### config.mk
export PLATFORM = sky130hd
export DESIGN_NAME = ipt_translate
export DESIGN_NICKNAME = d
export VERILOG_FILES = /design/src/rtl/ipt_pkg.sv /design/src/rtl/ipt_entry_store.sv /design/src/rtl/ipt_match_array.sv /design/src/rtl/ipt_prio_encoder.sv /design/src/rtl/ipt_translate.sv
export SDC_FILE = /design/constraint.sdc
export NUM_CORES = 2
export LEC_CHECK = 0
export ABC_AREA = 1
export BUFFER_PORTS_ARGS = -buffer_cell sky130_fd_sc_hd__buf_2
export CAP_MARGIN = 20
export CORE_MARGIN = 1
export CORE_UTILIZATION = 59
export CTS_BUF_LIST = sky130_fd_sc_hd__clkbuf_8
export DETAILED_ROUTE_END_ITERATION = 10
export PLACE_DENSITY = 0.78
export SYNTH_ARGS = -nofsm -noshare
export SYNTH_HDL_FRONTEND = slang
export SYNTH_SLANG_ARGS = --single-unit
### constraint.sdc
create_clock -name clk -period 4.46 [get_ports clk]
set_clock_uncertainty 0.2 [all_clocks]
set_input_delay 0.446 -clock clk [delete_from_list [all_inputs] [get_ports clk]]
set_output_delay 0.446 -clock clk [all_outputs]
set_load 0.03 [all_outputs]
### src/rtl/ipt_pkg.sv
// Package: shared types for the frame-indexed translator.
// Assumes: nothing beyond IEEE 1800-2017.
package ipt_pkg;
    typedef enum logic [1:0] {
        RSP_NONE = 2'd0,
        RSP_HIT  = 2'd1,
        RSP_MISS = 2'd2
    } rsp_kind_e;
endpackage

### src/rtl/ipt_entry_store.sv
// Module: ipt_entry_store
// Holds one entry per physical frame: an in-use flag and the virtual page
// number that occupies the frame. One write per cycle.
// Assumes: wr_frame < NUM_FRAMES; synchronous active-low reset clears flags.
module ipt_entry_store #(
    parameter int NUM_FRAMES = 64,
    parameter int VPN_W      = 20,
    localparam int FRAME_W   = (NUM_FRAMES > 1) ? $clog2(NUM_FRAMES) : 1
) (
    input  logic                             clk,
    input  logic                             rst_n,
    input  logic                             wr_en,
    input  logic [FRAME_W-1:0]               wr_frame,
    input  logic                             wr_valid,
    input  logic [VPN_W-1:0]                 wr_vpn,
    output logic [NUM_FRAMES-1:0]            ent_valid,
    output logic [NUM_FRAMES-1:0][VPN_W-1:0] ent_vpn
);
    for (genvar g = 0; g < NUM_FRAMES; g++) begin : g_entry
        // Update this frame's entry when it is the write target.
        always_ff @(posedge clk) begin
            if (!rst_n) begin
                ent_valid[g] <= 1'b0;
                ent_vpn[g]   <= '0;
            end else if (wr_en && (wr_frame == FRAME_W'(g))) begin
                ent_valid[g] <= wr_valid;
                ent_vpn[g]   <= wr_vpn;
            end
        end
    end
endmodule

### src/rtl/ipt_match_array.sv
// Module: ipt_match_array
// Compares the requested page number with every entry at once.
// Assumes: an entry whose flag is clear can never produce a match.
module ipt_match_array #(
    parameter int NUM_FRAMES = 64,
    parameter int VPN_W      = 20
) (
    input  logic [VPN_W-1:0]                 look_vpn,
    input  logic [NUM_FRAMES-1:0]            ent_valid,
    input  logic [NUM_FRAMES-1:0][VPN_W-1:0] ent_vpn,
    output logic [NUM_FRAMES-1:0]            match
);
    for (genvar g = 0; g < NUM_FRAMES; g++) begin : g_cmp
        // One comparator per frame, gated by the entry's in-use flag.
        always_comb match[g] = ent_valid[g] && (ent_vpn[g] == look_vpn);
    end
endmodule

### src/rtl/ipt_prio_encoder.sv
// Module: ipt_prio_encoder
// Turns the match vector into a binary frame index, preferring the lowest
// set bit, and flags when two or more bits are set.
// Assumes: idx is meaningful only when any_hit is high.
module ipt_prio_encoder #(
    parameter int NUM_FRAMES = 64,
    localparam int FRAME_W   = (NUM_FRAMES > 1) ? $clog2(NUM_FRAMES) : 1
) (
    input  logic [NUM_FRAMES-1:0] match,
    output logic                  any_hit,
    output logic                  several,
    output logic [FRAME_W-1:0]    idx
);
    // Scan from the top down so the lowest matching index is kept last.
    always_comb begin
        idx = '0;
        for (int i = NUM_FRAMES - 1; i >= 0; i--) begin
            if (match[i]) idx = FRAME_W'(i);
        end
    end

    // Detect any match, and more than one match by clearing the lowest bit.
    always_comb begin
        any_hit = |match;
        several = |(match & (match - NUM_FRAMES'(1)));
    end
endmodule

### src/rtl/ipt_translate.sv
// Module: ipt_translate (top)
// Frame-indexed translation: associative search of the per-frame table,
// result registered one cycle after the request.
// Assumes: offset width < address width; lookups read the table before a
// same-cycle write takes effect.
module ipt_translate
    import ipt_pkg::*;
#(
    parameter int VA_W       = 32,
    parameter int OFS_W      = 12,
    parameter int NUM_FRAMES = 64,
    localparam int VPN_W     = VA_W - OFS_W,
    localparam int FRAME_W   = (NUM_FRAMES > 1) ? $clog2(NUM_FRAMES) : 1,
    localparam int PA_W      = FRAME_W + OFS_W
) (
    input  logic               clk,
    input  logic               rst_n,
    input  logic               wr_en,
    input  logic [FRAME_W-1:0] wr_frame,
    input  logic               wr_valid,
    input  logic [VPN_W-1:0]   wr_vpn,
    input  logic               req_valid,
    input  logic [VA_W-1:0]    req_vaddr,
    output logic               pa_valid,
    output logic [PA_W-1:0]    pa_addr,
    output logic               miss,
    output logic               multi_hit
);
    logic [NUM_FRAMES-1:0]            ent_valid;
    logic [NUM_FRAMES-1:0][VPN_W-1:0] ent_vpn;
    logic [NUM_FRAMES-1:0]            match;
    logic                             any_hit;
    logic                             several;
    logic [FRAME_W-1:0]               hit_idx;
    rsp_kind_e                        kind_d;

    ipt_entry_store #(.NUM_FRAMES(NUM_FRAMES), .VPN_W(VPN_W)) u_store (
        .clk      (clk),
        .rst_n    (rst_n),
        .wr_en    (wr_en),
        .wr_frame (wr_frame),
        .wr_valid (wr_valid),
        .wr_vpn   (wr_vpn),
        .ent_valid(ent_valid),
        .ent_vpn  (ent_vpn)
    );

    ipt_match_array #(.NUM_FRAMES(NUM_FRAMES), .VPN_W(VPN_W)) u_match (
        .look_vpn (req_vaddr[VA_W-1:OFS_W]),
        .ent_valid(ent_valid),
        .ent_vpn  (ent_vpn),
        .match    (match)
    );

    ipt_prio_encoder #(.NUM_FRAMES(NUM_FRAMES)) u_enc (
        .match  (match),
        .any_hit(any_hit),
        .several(several),
        .idx    (hit_idx)
    );

    // Classify this cycle's request as hit, miss or nothing.
    always_comb begin
        if (!req_valid)   kind_d = RSP_NONE;
        else if (any_hit) kind_d = RSP_HIT;
        else              kind_d = RSP_MISS;
    end

    // Register the translation result and strobes.
    always_ff @(posedge clk) begin
        if (!rst_n) begin
            pa_valid  <= 1'b0;
            miss      <= 1'b0;
            multi_hit <= 1'b0;
            pa_addr   <= '0;
        end else begin
            pa_valid  <= (kind_d == RSP_HIT);
            miss      <= (kind_d == RSP_MISS);
            multi_hit <= (kind_d == RSP_HIT) && several;
            pa_addr   <= (kind_d == RSP_HIT) ? {hit_idx, req_vaddr[OFS_W-1:0]} : '0;
        end
    end
endmodule

==> flow_metrics.tcl <==
set metrics [dict create \
    status "finished, violations left" \
    violations "negative setup slack" \
    critical_path_class "reg -> reg" \
    nets 8830 \
    dieWidth_um 330 \
    syn-mean-instance-area_um2 7.30 \
    postSynthCellCount 8674 \
    post-route-period-util_pct 102 \
    dieArea_um2 109000 \
    p_comb_share_pct 9.7 \
    r2r_end "pa_addr[12]$_SDFF_PP0_" \
    place_area_um2 66700 \
    seqPwrFrac_pct 48.8 \
    routed_wl_um 256000 \
    die_h_um 330 \
    rsz0062_at_grt "yes" \
    power_switching_w 0.00701 \
    p_total_w 0.0253 \
    yosys_warnings 0 \
    switching_share_pct 27.7 \
    grt_pass1_wl_um 375000 \
    final_common_cell "nor2_1" \
    crit_top_cell "nand2_1" \
    initial_utilization_pct 59.8 \
    setup_viol 1 \
    max_freq_mhz 219 \
    fin_hold_ws_ps 25.5 \
    clock_latency_ps 960 \
    core_um2 106000 \
    viasPerCell 6.45 \
    p_leak_nw 29.1 \
    pre_cts_slack_ps -640 \
    cp_slowest_cell "dfxtp_1" \
    ant_nets 0 \
    worst_slew_pin_slew_ps 1300 \
    num_rows 119 \
    cpLargestDelayFamily "simple AND/OR/NAND/NOR gates" \
    hold_path_depth 3 \
    min_period_ps 4560 \
    rr_worst_depth 63 \
    grt_remaining_overflow 0 \
    stdcell_area_um2 71300 \
    ir_drop_uv 314 \
    htree_levels 4 \
    p_clk_share_pct 41.5 \
    setup_slack_ps -96.0 \
    cts_sinks 1365 \
    slew_headroom_pct 13.4 \
    cts_root_buf "clkbuf_8" \
    r2r_start "u_store.ent_vpn[1248]$_SDFFE_PN0P_" \
    worstPathMaxFanout 3 \
    worstHoldStart "wr_vpn[14]" \
    gp_routability_congestion 1.01 \
    io_buffers 83 \
    slew_violations 0 \
    grt.total_usage_pct 45.5 \
    hpwl_um 152000 \
    intPower_w 0.0183 \
    timing.reg2reg.setup_slack_ps -100 \
    cp-end-kind "flop" \
    final_cell_mix "nor2_1, o21ai_0, dfxtp_1" \
    syn_area_um2 63400 \
    worstPathRequired_ps 5100 \
    power.density_nw_per_um2 355 \
    cts.clk_slew.worst_paths_ps 60 \
    synth_seq_cells 1365 \
    clockBufferDepth 3 \
    fin_tns_setup_ps -96.0 \
    antenna_found_initial 10 \
    nFillCells 8897 \
    cts_buffers 213 \
    first_global_vias 60700 \
    drv_cap 0 \
    syn-num-nets 8737 \
    yosys.cell_types.count 58 \
    slowest_delay_ps 430 \
    drc 0 \
    cts_tree "yes" \
    wl_per_cell_um 24.8 \
    num_vias 66600 \
    grt_max_degree 213 \
    hold_viol 0 \
    crit_buf_inv 0 \
    crit_start "u_store.ent_vpn[1248]$_SDFFE_PN0P_" \
    hold_class "in -> reg" \
    drive_gt1_share_pct 10.9 \
    area_growth_syn_to_layout_pct 12.5 \
    start_kind "flop" \
    first_pass_iters 8 \
    whs_endpoint "u_store.ent_vpn[1274]$_SDFFE_PN0P_" \
    yosysSeqAreaShare_pct 43.1 \
    drt_iter0_drc 10500 \
    ioPinCount 84 \
    cp_data_arrival_time_ps 5200 \
]
-- power groups by stage --
stage	Sequential (W)	Combinational, W	Clock, W
finish	0.0123	0.00245	0.0105
global route	0.0123	0.00244	0.0110
CTS	0.0123	0.00228	0.0105
detailed placement	0.0126	0.00225	0
global placement	0.0126	0.00222	0
floorplan	0.0126	0.00124	0
-- area by class of cell --
class,instances,area [um^2],area share [%]
well taps,1391,1740,2.44
diodes,11,27.5,0.0386
repair buffers,632,5240,7.36
clock inverters,118,637,0.893
inverters,715,2710,3.80
flip-flops and latches,1365,27300,38.4
multi-input cells,5840,30100,42.2
clock buffers,255,3510,4.92
-- cell usage after synthesis (all sizes together) --
cell type     n  area, um^2
nor3         17        95.1
clkbuf      520        1950
a22o         17         149
o21ai      1484        7430
nand3b        2        15.0
o2111a        2        22.5
nor4        152         951
a21oi       578        2900
inv         710        2670
o22ai       470        2940
a21boi        9        67.6
nand4        58         363
o21bai        2        15.0
buf         234        1360
nand2b        1        6.26
a31oi         7        50.1
o2111ai      25         219
a221o         5        50.1
or3b          8        70.1
a31o          2        17.5
a211oi       53         403
xnor2       106         928
xor2        292        2560
a41o          2        20.0
or2           5        31.3
o21a          1        7.51
nand3        82         425
nand2       420        1580
and2          1        6.26
o221ai        4        35.0
and3          6        37.5
clkinv        5        18.8
dfxtp      1365       27300
o31ai         4        30.0
a2111oi       7        67.6
or4           2        15.0
o211ai        5        37.5
a221oi      180        1600
nor3b         1        12.5
a21o          2        15.0
nor2       1828        6870
-- state kept, by name, summed over array words and instances (netlist names) --
| signal | cells |
|---|---|
| pa_addr | 18 |
| u_store.ent_vpn | 1280 |
| u_store.ent_valid | 64 |
| pa_valid | 1 |
| multi_hit | 1 |
| miss | 1 |
-- timing repair --
action                     4_1_cts  5_1_grt
setup endpoints to repair        1        2
gates resized for setup          9       20
hold buffers                    26        0
setup buffers                    1        2
hold endpoints to repair       311        0
pin swaps                        2        7
-- logic make-up after synthesis --
group | synth area share, %
flip-flops | 43.1
AO/OA/AOI/OAI | 25.4
XOR/XNOR | 5.50
buffers and inverters | 9.47
AND/OR/NAND/NOR | 16.5
-- routing by layer --
layer / routed length [um] / GRT usage (%) / vias up
met4: 24100 / 33.8 / 8
met1: 90400 / 58.0 / 30300
met5: 49 / 0.217 / -
met2: 102000 / 65.7 / 5226
li1: - / - / 29500
met3: 38700 / 12.2 / 1555
-- through the flow --
| stage | cells | utilization, % |
|---|---|---|
| CTS | 10300 | 67.2 |
| floorplan | 8674 | - |
| global placement | 9911 | 63.0 |
| global route | 10300 | 67.3 |
| detailed placement | 9912 | 63.0 |
| finish | 10300 | 67.3 |
-- worst max-delay path by stage --
stage	to	slack [ps]	depth (start not counted)
after floorplan	multi_hit$_SDFF_PN0_	220	32
after global placement	pa_addr[12]$_SDFF_PP0_	-710	66
after detailed placement	multi_hit$_SDFF_PN0_	-640	30
after CTS	pa_addr[12]$_SDFF_PP0_	10	66
after global routing	pa_addr[12]$_SDFF_PP0_	-710	66
final	pa_addr[12]$_SDFF_PP0_	-100	63
-- worst min-delay path: stages --
cell    delay (ps)
buf_4          400
nor2_1         230
nor2_1          50
Power figures use the tool's default switching activity.
